**src/rtl/rice_pkg.sv**
```systemverilog
package rice_pkg;

    localparam int WORD_W    = 32;
    localparam int PARAM_W   = 5;
    localparam int POS_W     = 6;
    localparam int NUM_ARGS  = 7;
    localparam int ARG_IDX_W = $clog2(NUM_ARGS);
    localparam int STAT_WORDS = 3;

    // argument slots, in the order software sends them
    localparam int ARG_SRC   = 0;
    localparam int ARG_RET   = 1;
    localparam int ARG_K     = 2;
    localparam int ARG_AVAIL = 3;
    localparam int ARG_REQ   = 4;
    localparam int ARG_OFS   = 5;
    localparam int ARG_STAT  = 6;

    typedef enum logic [1:0] {
        CAP_IDLE,
        CAP_SETUP,
        CAP_ACCESS
    } cap_state_t;

    typedef enum logic [1:0] {
        MST_IDLE,
        MST_SETUP,
        MST_ACCESS
    } mst_state_t;

    typedef enum logic [3:0] {
        ENG_IDLE,
        ENG_ARGS,
        ENG_NEXT,
        ENG_UNARY,
        ENG_REM,
        ENG_RD_REQ,
        ENG_RD_WAIT,
        ENG_SIGN,
        ENG_WR_REQ,
        ENG_WR_WAIT,
        ENG_STAT_REQ,
        ENG_STAT_WAIT,
        ENG_DONE
    } eng_state_t;

    typedef struct packed {
        logic             err;
        logic [POS_W-1:0] pos;
    } tail_info_t;

    // zig-zag unfold: even -> non-negative, odd -> negative
    function automatic logic [WORD_W-1:0] unfold_sign(input logic [WORD_W-1:0] v);
        return (v >> 1) ^ {WORD_W{v[0]}};
    endfunction

    function automatic logic [WORD_W-1:0] pack_tail(input tail_info_t t);
        logic [WORD_W-1:0] w;
        w = '0;
        w[WORD_W-1]  = t.err;
        w[POS_W-1:0] = t.pos;
        return w;
    endfunction

endpackage

```
**src/rtl/rice_arg_capture.sv**
```systemverilog
module rice_arg_capture
    import rice_pkg::*;
(
    input  logic                              clk,
    input  logic                              rst,
    input  logic                              arm_i,
    input  logic                              reg_sel_i,
    input  logic                              reg_en_i,
    input  logic [WORD_W-1:0]                 reg_wdata_i,
    output logic [NUM_ARGS-1:0][WORD_W-1:0]   args_o,
    output logic                              loaded_o
);

    cap_state_t           cstate;
    logic [ARG_IDX_W-1:0] idx;
    logic                 active;

    always_ff @(posedge clk) begin
        if (rst) begin
            cstate   <= CAP_IDLE;
            idx      <= '0;
            active   <= 1'b0;
            loaded_o <= 1'b0;
            args_o   <= '0;
        end else begin
            loaded_o <= 1'b0;
            if (arm_i) begin
                active <= 1'b1;
                idx    <= '0;
                cstate <= CAP_IDLE;
            end else if (active) begin
                case (cstate)
                    CAP_IDLE: begin
                        if (reg_sel_i && !reg_en_i) cstate <= CAP_SETUP;
                    end
                    CAP_SETUP: begin
                        if (reg_sel_i && reg_en_i) begin
                            args_o[idx] <= reg_wdata_i;
                            cstate      <= CAP_ACCESS;
                        end
                    end
                    CAP_ACCESS: begin
                        cstate <= CAP_IDLE;
                        if (idx == ARG_IDX_W'(NUM_ARGS - 1)) begin
                            active   <= 1'b0;
                            loaded_o <= 1'b1;
                        end else begin
                            idx <= idx + 1'b1;
                        end
                    end
                    default: cstate <= CAP_IDLE;
                endcase
            end
        end
    end

endmodule

```
**src/rtl/rice_mem_master.sv**
```systemverilog
module rice_mem_master
    import rice_pkg::*;
#(
    parameter int ADDR_W = 16
) (
    input  logic              clk,
    input  logic              rst,
    input  logic              req_i,
    input  logic              wr_i,
    input  logic [ADDR_W-1:0] addr_i,
    input  logic [WORD_W-1:0] wdata_i,
    output logic              ack_o,
    output logic              mem_sel_o,
    output logic              mem_en_o,
    output logic              mem_write_o,
    output logic [ADDR_W-1:0] mem_addr_o,
    output logic [WORD_W-1:0] mem_wdata_o
);

    mst_state_t        mstate;
    logic              wr_q;
    logic [ADDR_W-1:0] addr_q;
    logic [WORD_W-1:0] wdata_q;

    always_ff @(posedge clk) begin
        if (rst) begin
            mstate  <= MST_IDLE;
            wr_q    <= 1'b0;
            addr_q  <= '0;
            wdata_q <= '0;
        end else begin
            case (mstate)
                MST_IDLE: begin
                    if (req_i) begin
                        wr_q    <= wr_i;
                        addr_q  <= addr_i;
                        wdata_q <= wdata_i;
                        mstate  <= MST_SETUP;
                    end
                end
                MST_SETUP:  mstate <= MST_ACCESS;
                MST_ACCESS: mstate <= MST_IDLE;
                default:    mstate <= MST_IDLE;
            endcase
        end
    end

    always_comb begin
        mem_sel_o   = (mstate != MST_IDLE);
        mem_en_o    = (mstate == MST_ACCESS);
        mem_write_o = mem_sel_o && wr_q;
        mem_addr_o  = addr_q;
        mem_wdata_o = wdata_q;
        ack_o       = (mstate == MST_ACCESS);
    end

endmodule

```
**src/rtl/rice_value_build.sv**
```systemverilog
module rice_value_build
    import rice_pkg::*;
(
    input  logic [WORD_W-1:0]  quot_i,
    input  logic [PARAM_W-1:0] k_i,
    input  logic [WORD_W-1:0]  rem_i,
    output logic [WORD_W-1:0]  residual_o,
    output logic               ovf_o
);

    logic [2*WORD_W-1:0] wide;
    logic [WORD_W-1:0]   folded;

    always_comb begin
        wide       = {{WORD_W{1'b0}}, quot_i} << k_i;
        ovf_o      = |wide[2*WORD_W-1:WORD_W];
        folded     = wide[WORD_W-1:0] | rem_i;
        residual_o = unfold_sign(folded);
    end

endmodule

```
**src/rtl/rice_residual_engine.sv**
```systemverilog
module rice_residual_engine
    import rice_pkg::*;
#(
    parameter int ADDR_W = 16,
    parameter int CNT_W  = 16
) (
    input  logic              clk,
    input  logic              rst,
    input  logic              start_i,
    input  logic              reg_sel_i,
    input  logic              reg_en_i,
    input  logic [WORD_W-1:0] reg_wdata_i,
    output logic              mem_sel_o,
    output logic              mem_en_o,
    output logic              mem_write_o,
    output logic [ADDR_W-1:0] mem_addr_o,
    output logic [WORD_W-1:0] mem_wdata_o,
    input  logic [WORD_W-1:0] mem_rdata_i,
    output logic              busy_o,
    output logic              done_o
);

    localparam logic [POS_W-1:0] POS_FULL  = POS_W'(WORD_W);
    localparam int               STAT_IDX_W = $clog2(STAT_WORDS);

    eng_state_t                      state;
    logic [NUM_ARGS-1:0][WORD_W-1:0] args;
    logic                            loaded;
    logic                            arm;

    logic [ADDR_W-1:0]  src_a, ret_a, stat_a;
    logic [PARAM_W-1:0] k;
    logic [CNT_W-1:0]   avail, req, nsamp, used;
    logic [POS_W-1:0]   pos;
    logic               have_word;
    logic               err;
    logic [WORD_W-1:0]  cur_word;
    logic [WORD_W-1:0]  quot, rem;
    logic [PARAM_W-1:0] rem_cnt;
    logic               back_to_rem;
    logic [STAT_IDX_W-1:0] stat_idx;
    logic [WORD_W-1:0]  res_q;

    logic               need_word;
    logic               bit_now;
    logic [WORD_W-1:0]  residual;
    logic               ovf;

    logic               m_req, m_wr, m_ack;
    logic [ADDR_W-1:0]  m_addr;
    logic [WORD_W-1:0]  m_wdata;
    tail_info_t         tail;
    logic [POS_W-1:0]   ofs_arg;

    logic               unused_arg_bits;

    assign arm = start_i && (state == ENG_IDLE || state == ENG_DONE);

    rice_arg_capture u_args (
        .clk         (clk),
        .rst         (rst),
        .arm_i       (arm),
        .reg_sel_i   (reg_sel_i),
        .reg_en_i    (reg_en_i),
        .reg_wdata_i (reg_wdata_i),
        .args_o      (args),
        .loaded_o    (loaded)
    );

    rice_mem_master #(.ADDR_W(ADDR_W)) u_mst (
        .clk         (clk),
        .rst         (rst),
        .req_i       (m_req),
        .wr_i        (m_wr),
        .addr_i      (m_addr),
        .wdata_i     (m_wdata),
        .ack_o       (m_ack),
        .mem_sel_o   (mem_sel_o),
        .mem_en_o    (mem_en_o),
        .mem_write_o (mem_write_o),
        .mem_addr_o  (mem_addr_o),
        .mem_wdata_o (mem_wdata_o)
    );

    rice_value_build u_val (
        .quot_i     (quot),
        .k_i        (k),
        .rem_i      (rem),
        .residual_o (residual),
        .ovf_o      (ovf)
    );

    // bit supply
    always_comb begin
        need_word = !have_word || (pos == POS_FULL);
        bit_now   = cur_word[~pos[4:0]];
        ofs_arg   = (args[ARG_OFS][WORD_W-1:POS_W] != '0 || args[ARG_OFS][POS_W-1:0] > POS_FULL)
                    ? POS_FULL : args[ARG_OFS][POS_W-1:0];
        tail.err  = err;
        tail.pos  = pos;
    end

    // memory request mux
    always_comb begin
        m_req   = 1'b0;
        m_wr    = 1'b0;
        m_addr  = '0;
        m_wdata = '0;
        case (state)
            ENG_RD_REQ: begin
                m_req  = 1'b1;
                m_addr = src_a + ADDR_W'(used);
            end
            ENG_WR_REQ: begin
                m_req   = 1'b1;
                m_wr    = 1'b1;
                m_addr  = ret_a + ADDR_W'(nsamp);
                m_wdata = res_q;
            end
            ENG_STAT_REQ: begin
                m_req  = 1'b1;
                m_wr   = 1'b1;
                m_addr = stat_a + ADDR_W'(stat_idx);
                case (stat_idx)
                    STAT_IDX_W'(0): m_wdata = WORD_W'(nsamp);
                    STAT_IDX_W'(1): m_wdata = WORD_W'(used);
                    default:        m_wdata = pack_tail(tail);
                endcase
            end
            default: ;
        endcase
    end

    always_ff @(posedge clk) begin
        if (rst) begin
            state       <= ENG_IDLE;
            src_a       <= '0;
            ret_a       <= '0;
            stat_a      <= '0;
            k           <= '0;
            avail       <= '0;
            req         <= '0;
            nsamp       <= '0;
            used        <= '0;
            pos         <= '0;
            have_word   <= 1'b0;
            err         <= 1'b0;
            cur_word    <= '0;
            quot        <= '0;
            rem         <= '0;
            rem_cnt     <= '0;
            back_to_rem <= 1'b0;
            stat_idx    <= '0;
            res_q       <= '0;
        end else begin
            case (state)
                ENG_IDLE, ENG_DONE: begin
                    if (start_i) state <= ENG_ARGS;
                end
                ENG_ARGS: begin
                    if (loaded) begin
                        src_a     <= args[ARG_SRC][ADDR_W-1:0];
                        ret_a     <= args[ARG_RET][ADDR_W-1:0];
                        stat_a    <= args[ARG_STAT][ADDR_W-1:0];
                        k         <= args[ARG_K][PARAM_W-1:0];
                        avail     <= args[ARG_AVAIL][CNT_W-1:0];
                        req       <= args[ARG_REQ][CNT_W-1:0];
                        pos       <= ofs_arg;
                        nsamp     <= '0;
                        used      <= '0;
                        have_word <= 1'b0;
                        err       <= 1'b0;
                        stat_idx  <= '0;
                        state     <= ENG_NEXT;
                    end
                end
                ENG_NEXT: begin
                    quot    <= '0;
                    rem     <= '0;
                    rem_cnt <= '0;
                    state   <= (nsamp == req) ? ENG_STAT_REQ : ENG_UNARY;
                end
                ENG_UNARY: begin
                    if (need_word) begin
                        back_to_rem <= 1'b0;
                        state       <= (used == avail) ? ENG_STAT_REQ : ENG_RD_REQ;
                    end else begin
                        pos <= pos + 1'b1;
                        if (bit_now) begin
                            state <= (k == '0) ? ENG_SIGN : ENG_REM;
                        end else begin
                            quot <= quot + 1'b1;
                        end
                    end
                end
                ENG_REM: begin
                    if (need_word) begin
                        back_to_rem <= 1'b1;
                        state       <= (used == avail) ? ENG_STAT_REQ : ENG_RD_REQ;
                    end else begin
                        pos     <= pos + 1'b1;
                        rem     <= {rem[WORD_W-2:0], bit_now};
                        rem_cnt <= rem_cnt + 1'b1;
                        if (rem_cnt == k - PARAM_W'(1)) state <= ENG_SIGN;
                    end
                end
                ENG_RD_REQ: state <= ENG_RD_WAIT;
                ENG_RD_WAIT: begin
                    if (m_ack) begin
                        cur_word  <= mem_rdata_i;
                        used      <= used + 1'b1;
                        have_word <= 1'b1;
                        if (have_word) pos <= '0;
                        state <= back_to_rem ? ENG_REM : ENG_UNARY;
                    end
                end
                ENG_SIGN: begin
                    if (ovf) begin
                        err   <= 1'b1;
                        state <= ENG_STAT_REQ;
                    end else begin
                        res_q <= residual;
                        state <= ENG_WR_REQ;
                    end
                end
                ENG_WR_REQ: state <= ENG_WR_WAIT;
                ENG_WR_WAIT: begin
                    if (m_ack) begin
                        nsamp <= nsamp + 1'b1;
                        state <= ENG_NEXT;
                    end
                end
                ENG_STAT_REQ: state <= ENG_STAT_WAIT;
                ENG_STAT_WAIT: begin
                    if (m_ack) begin
                        if (stat_idx == STAT_IDX_W'(STAT_WORDS - 1)) begin
                            state <= ENG_DONE;
                        end else begin
                            stat_idx <= stat_idx + 1'b1;
                            state    <= ENG_STAT_REQ;
                        end
                    end
                end
                default: state <= ENG_IDLE;
            endcase
        end
    end

    assign busy_o = (state != ENG_IDLE) && (state != ENG_DONE);
    assign done_o = (state == ENG_DONE);

    assign unused_arg_bits = ^{args[ARG_SRC], args[ARG_RET], args[ARG_STAT],
                               args[ARG_K], args[ARG_AVAIL], args[ARG_REQ]};

endmodule

```
**config.mk**
```make
export PLATFORM = sky130hd
export DESIGN_NAME = rice_residual_engine
export DESIGN_NICKNAME = d
export VERILOG_FILES = /design/src/rtl/rice_pkg.sv /design/src/rtl/rice_arg_capture.sv /design/src/rtl/rice_mem_master.sv /design/src/rtl/rice_value_build.sv /design/src/rtl/rice_residual_engine.sv
export SDC_FILE = /design/constraint.sdc
export NUM_CORES = 1
export LEC_CHECK = 0
export BUFFER_PORTS_ARGS = -buffer_cell sky130_fd_sc_hd__buf_4
export CAP_MARGIN = 20
export CORE_UTILIZATION = 33
export CTS_CLUSTER_DIAMETER = 100
export DETAILED_ROUTE_END_ITERATION = 16
export PLACE_DENSITY = 0.51
export SLEW_MARGIN = 15
export SYNTH_ARGS = -nofsm -noshare
export SYNTH_HDL_FRONTEND = slang
export SYNTH_SLANG_ARGS = --single-unit
```
**constraint.sdc**
```tcl
create_clock -name clk -period 9.1 [get_ports clk]
set_input_delay 0.91 -clock clk [delete_from_list [all_inputs] [get_ports clk]]
set_output_delay 0.91 -clock clk [all_outputs]
set_load 0.1 [all_outputs]
```
# --- Word level (Yosys, flattened, before mapping) ---
# Cells that the tools add are included.
# W data, S select, Z words.
totals:
  in_bits: 69
  output_inout_bits: 53
  regBits: 547
  wordCells: 217
op_classes:
  addsub: 11
  n_bitwise: 8
  n_shift: 1
  order_cmp: 4
  eq_ne: 43
  muxes: 66
  n_reduce_logical: 50
ops:
  columns: ["op", "count"]
  rows:
  - ["$pmux W32 S2", 4]
  - ["$bwmux W224", 1]
  - ["$mux W32", 4]
  - ["$demux W32 S3", 1]
  - ["$pmux W16 S2", 2]
  - ["$shl A32 B5 Y64", 1]
  - ["$mux W16", 3]
  - ["$pmux W16 S3", 1]
  - ["$pmux W4 S12", 1]
  - ["$mux W4", 11]
  - ["$add A16 B1 Y16 const B", 2]
  - ["$add A16 B16 Y16", 2]
  - ["$add A32 B1 Y32 const B", 1]
  - ["$eq A16 B16 Y1", 2]
  - ["$or A32 B32 Y32", 1]
  - ["$reduce_or A32 Y1", 1]
  - ["$xor A31 B32 Y32", 1]
  - ["$mux W6", 5]
  - ["$ne A2 B2 Y1 const B", 14]
  - ["$reduce_bool A26 Y1", 1]
  - ["$reduce_and A3 Y1", 7]
  - ["$eq A4 B4 Y1 const B", 5]
  - ["$pmux W6 S3", 1]
  - ["$add A16 B2 Y16", 1]
  - ["46 further kinds", 110]

# --- Depth between registers and ports, before layout ---
depth:
  depth_word: 6
  ltp_mapped: 14
  mapped_depth_nobuf: 10

# --- Hierarchy ---
# A second synthesis with hierarchy kept.
hier_totals:
  cells_unflattened: 3078
  hier_area_um2: 27433.8
by_module_without_submodules:
  columns: ["mod", "cells_per_inst", "seq_area_each_um2", "area_each_um2", "n_inst"]
  rows:
  - ["rice_residual_engine", 1768, 5305.1, 13653.1, 1]
  - ["rice_arg_capture", 810, 4624.4, 9056.2, 1]
  - ["rice_value_build", 278, 0.0, 2417.3, 1]
  - ["rice_mem_master", 222, 1021.0, 2307.2, 1]

# --- Least setup slack after synthesis ---
# Ideal clock, no wire load.
synth_path:
  path_kind: "reg-to-output"
  from: "register state[3]"
  to: "output port done_o"
  arrival_time_ps: 2199
  required_ps: 8190
  n_path_buf: 2
  path_stages_with_launch: 5
  path_slack_ps: 5991
  cell_sequence: "dfxtp_1 > clkbuf_1 > clkbuf_1 > nand2_1 > nor2_1"
synth_via:
  elab_chain_cells: 1
synth_lines:
  columns: ["element", "line_no", "rtl"]
  rows:
  - ["from (decl)", "rice_residual_engine.sv:26", "eng_state_t state;"]
  - ["from (signal assigned)", "rice_residual_engine.sv:181", "state <= (nsamp == req) ? ENG_STAT_REQ : ENG_UNARY;"]
  - ["from (signal assigned)", "rice_residual_engine.sv:186", "state <= (used == avail) ? ENG_STAT_REQ : ENG_RD_REQ;"]
  - ["from (signal assigned)", "rice_residual_engine.sv:190", "state <= (k == '0) ? ENG_SIGN : ENG_REM;"]
  - ["$eq A4 B4 Y1", "rice_residual_engine.sv:250", "assign done_o = (state == ENG_DONE);"]
  - ["to (decl)", "rice_residual_engine.sv:20", "output logic done_o"]
# No other way between the ends.

# --- Worst setup path after layout ---
layout_path:
  from: "register k[1]"
  to: "register res_q[8]"
layout_via:
  elab_chain_cells: 4
  elab_cells_between_ends: 6
  cone_classes: "shift: 1; bitwise: 3; reduce/logical: 2"
layout_lines:
  columns: ["element", "line_no", "rtl"]
  rows:
  - ["from (decl)", "rice_residual_engine.sv:32", "logic [PARAM_W-1:0] k;"]
  - ["from (signal assigned)", "rice_residual_engine.sv:165", "k <= args[ARG_K][PARAM_W-1:0];"]
  - ["$shl A32 B5 Y64 (*)", "rice_value_build.sv:15", "wide = {{WORD_W{1'b0}}, quot_i} << k_i;"]
  - ["$reduce_or A32 Y1", "rice_value_build.sv:16", "ovf_o = |wide[2*WORD_W-1:WORD_W];"]
  - ["$not A1 Y1 (no source line)", null, null]
  - ["$reduce_and A2 Y1 (no source line)", null, null]
  - ["to (signal assigned)", "rice_residual_engine.sv:222", "res_q <= residual;"]
  - ["to (decl)", "rice_residual_engine.sv:42", "logic [WORD_W-1:0] res_q;"]
# Every way passes the cells marked *; elsewhere a longest branch is shown, timed or not.
# A chain may end at the register's enable or synchronous reset.

==> parameters.txt <==
Parameter                              Value

Route
  Number of DRC violations after detailed-routing iteration 0 ... 1,615
  TritonRoute pass-1 iters ... 5
  DRC errors left ... 0
  WL per Instance ... about 21 um
  DR WL met3 ... 3920 um
  Via count normalized by instance count ... 5.47
  Final wirelength ... 76,400 um
  Detailed-route via count ... 20,100
  Uppermost signal routing layer after detailed routing ... met4
  Routed length on met2 ... between 30,000 and 40,000 um
  Antenna Violating Nets Remaining ... 0
  M1 WL ... 33,600 um

Setup path
  Capturing point of the worst reg2reg path ... res_q[8]$_SDFFE_PP0P_
  Slowest cell on crit path ... buf_4
  Category of the worst setup path capture point ... register
  Startpoint-to-endpoint class of the critical path ... reg -> reg
  Worst flop-to-flop path startpoint ... k[1]$_SDFFE_PP0P_
  Arrival time at the worst endpoint ... around 4.5 ns
  Top fanout value on the critical path ... 55
  Sequence of cells on the critical path ... buf_4 > mux4_2 > or3_1 > o311ai_0 > o2111a_1 > a41oi_1 > or2_1 > nor4b_1 > a211oi_1
  Required time at the worst-slack endpoint ... 9.55 ns
  CP Launch Point ... k[1]$_SDFFE_PP0P_
  Logic depth of the worst register-to-register path ... 9
  Critical Path Source Type ... register
  Reg2Reg Setup Slack ... around 5.1 ns
  Critical Path Max Stage Delay ... approximately 0.63 ns
  Endpoint of the worst setup timing path ... res_q[8]$_SDFFE_PP0P_

Die
  Total Die Area ... about 0.069 mm2
  Chip width ... 264 um
  Area inside the core boundary ... around 0.067 mm2
  Die Ht ... 264 um
  IO Count ... 122
  Number of rows in the core area ... between 90 and 100
  Effective utilization at floorplan ... 33.5%

Timing
  Fmax ... 249 MHz
  Worst relative slew slack ... between 10% and 20%
  Final critical path time including I/O delays and setup ... about 4.0 ns
  Setup repair after global routing missed its margin ... no
  Worst setup slack after layout ... between 5 and 6 ns
  Period utilization ... roughly 44%
  Final hold violations ... 0
  Max Slew Vio Count ... 0
  Final setup viols ... 0
  Final-layout setup total negative slack ... 0 ns
  Clock tree skew after final layout ... between 0.015 and 0.02 ns
  Actual slew at the worst max-slew pin ... 1.27 ns

Yosys
  Post-Syn Area per Cell ... about 8 um2
  Leading post-synthesis cells by instance count ... nand2_1, dfxtp_1, a21oi_1
  Post-Syn Nets ... around 2,900
  Unique cell type count in the Yosys netlist ... 77
  Commonest register cell after synthesis ... dfxtp_1
  Async set-or-reset flop fraction in the synthesized netlist ... 0%
  Post-synth top area share ... between 30% and 40%
  Number of flip-flops and latches in the synthesized netlist ... 440
  Cell taking the most area after synthesis ... dfxtp_1
  Cell area after synthesis ... between 0.02 and 0.025 mm2
  Syn Inst Count ... 2,781
  Most repeated cell in the gate-level netlist after synthesis ... nand2_1
  Ys Warns ... 0
  Count of flip-flops with a built-in enable after synthesis ... 0
  Fraction of the yosys area taken by sequential cells ... between 30 and 40%
  Top cells by area, synth ... dfxtp_1, nand2_1, a21oi_1

GRT
  Total global-route track usage ... roughly 22%
  Antenna violations before repair ... 0
  First-pass GRT wire length ... roughly 120,000 um
  Number of global-route vias before repair ... a little under 20,000
  Largest net degree at the start of global routing ... 110
  Overflow after GRT ... 0

CTS
  Cts bufs inserted ... 51
  TritonCTS sink count ... 440
  Root buffer cell ... clkbuf_16
  Clock slew seen by the registers of the worst setup and hold paths ... around 0.06 ns
  Gates resized, CTS repair ... 0
  Insertion delay of the later-clocked pin in the worst-skew pair ... 0.60 ns
  Hold buffer count at CTS ... 0
  Worst-case clock buffer depth ... 3
  CTS tree ... yes
  Maximum level of the CTS H-tree ... 2
  Count of buffers added by post-CTS timing repair for setup ... 0

Pwr
  Cell Pwr Density ... between 200 and 250 mW/mm2
  Leakage ... roughly 0.0095 uW
  Design Power ... around 5300 uW
  Worst vdd ir ... approximately 140 uV

Final layout
  Final design instance area without fill ... about 0.026 mm2
  Number of nets in the finished design ... roughly 2,900
  Final Util ... between 30% and 40%
  Synthesis-to-finish area growth ... 14.3%
  Number of antenna cells inserted ... 0
  Proportion of layout cells with a drive suffix above 1 ... between 10% and 20%

Place
  Final Wtd Congestion ... about 0.90
  Placement Cell Area ... 0.0240 mm2
  Pre-CTS worst setup slack ... 5.09 ns
  DPL Wire Length ... roughly 54,000 um
  IO Port Bufs ... about 120

Min path
  Class of the worst hold path ... reg -> reg
  Worst Hold Depth ... 2

Run status
  Status ... finished clean

Run
  Max-cap violations ... 0
## critical path, delay by kind of cell, from the launching register on
| kind | cells | cell delay, ns |
|---|---|---|
| muxes | 1 | 0.60 |
| and+or+nand+nor | 3 | 1.43 |
| buffers and inverters | 1 | 0.63 |
| DFF | 1 | 0.53 |
| AOI/OAI and AO/OA | 4 | 0.66 |
## report_power, final
group          internal, uW  switching, uW
clock network          1300            862
logic                   248            823
registers              2000            100
## state kept, by name, summed over array words and instances (netlist names), 6 cells and up
name / flops
nsamp: 16
u_mst.mem_addr_o: 16
res_q: 32
ret_a: 16
stat_a: 16
u_args.args_o: 117
src_a: 16
quot: 32
rem: 32
cur_word: 32
pos: 6
avail: 16
used: 16
req: 16
u_mst.mem_wdata_o: 32
## cell families after synthesis
family                     count (synthesis)  share of synthesized area [%]
AOI/OAI and AO/OA                        640                           17.5
adders and majority gates                 47                           2.71
DFF                                      440                           39.0
and+or+nand+nor                         1119                           22.1
xor gates and xnor gates                 138                           5.36
buffers and inverters                    262                           4.56
muxes                                    135                           8.73
## layout make-up
| cell class | count | area, um2 |
|---|---|---|
| Multi-Input combinational cell | 2079 | 12800 |
| Clock buffer | 72 | 1510 |
| Tap cell | 873 | 1090 |
| Clock inverter | 21 | 267 |
| Timing Repair Buffer | 151 | 1140 |
| Fill cell | 6906 | 41600 |
| Sequential cell | 440 | 8820 |
| Inverter | 45 | 169 |
## per-layer routing
layer | vias up | global-route usage (%)
li1 | 9740 | -
met1 | 9759 | 28.2
met2 | 502 | 36.3
met3 | 128 | 3.62
met4 | 0 | 6.84
met5 | - | 0
## how the worst min path moves through the flow
stage	startpoint	end	slack [ns]
after floorplan	u_mst.mstate[1]$_SDFFE_PP0P_	u_mst.mstate[1]$_SDFFE_PP0P_	0.42
after global placement	u_mst.mstate[1]$_SDFFE_PP0P_	u_mst.mstate[1]$_SDFFE_PP0P_	0.43
after detailed placement	u_mst.mstate[1]$_SDFFE_PP0P_	u_mst.mstate[1]$_SDFFE_PP0P_	0.44
after CTS	u_args.args_o[1]$_SDFFE_PP0P_	src_a[1]$_SDFFE_PP0P_	0.45
after global routing	u_args.args_o[1]$_SDFFE_PP0P_	src_a[1]$_SDFFE_PP0P_	0.46
final	u_args.args_o[204]$_SDFFE_PP0P_	stat_a[12]$_SDFFE_PP0P_	0.45
## per-stage QoR
stage / cells / hold slack (ns)
6_report: 3681 / 0.446
5_1_grt: 3681 / 0.457
4_1_cts: 3681 / 0.448
3_5_place_dp: 3588 / 0.441
3_3_place_gp: 3588 / 0.434
2_1_floorplan: 2781 / 0.423
## placed cells by master (no fill, tap or decap), types with 20 or more instances in the layout
master | netlist | final
o211a_1 | 20 | 20
xnor2_1 | 64 | 64
a22o_1 | 25 | 25
nand4_1 | 38 | 38
inv_1 | 43 | 43
and3_1 | 25 | 24
a21oi_1 | 332 | 332
mux4_2 | 48 | 48
nand2_1 | 544 | 544
nor2_1 | 232 | 230
o21ai_0 | 70 | 70
a211oi_1 | 46 | 46
mux2i_1 | 73 | 73
xor2_1 | 74 | 74
buf_4 | 4 | 150
nor4_1 | 21 | 20
clkbuf_16 | 0 | 53
dfxtp_1 | 440 | 436
ha_1 | 44 | 44
nor3_1 | 68 | 66
nand3_1 | 86 | 85
(Power assumes the default switching activity.)
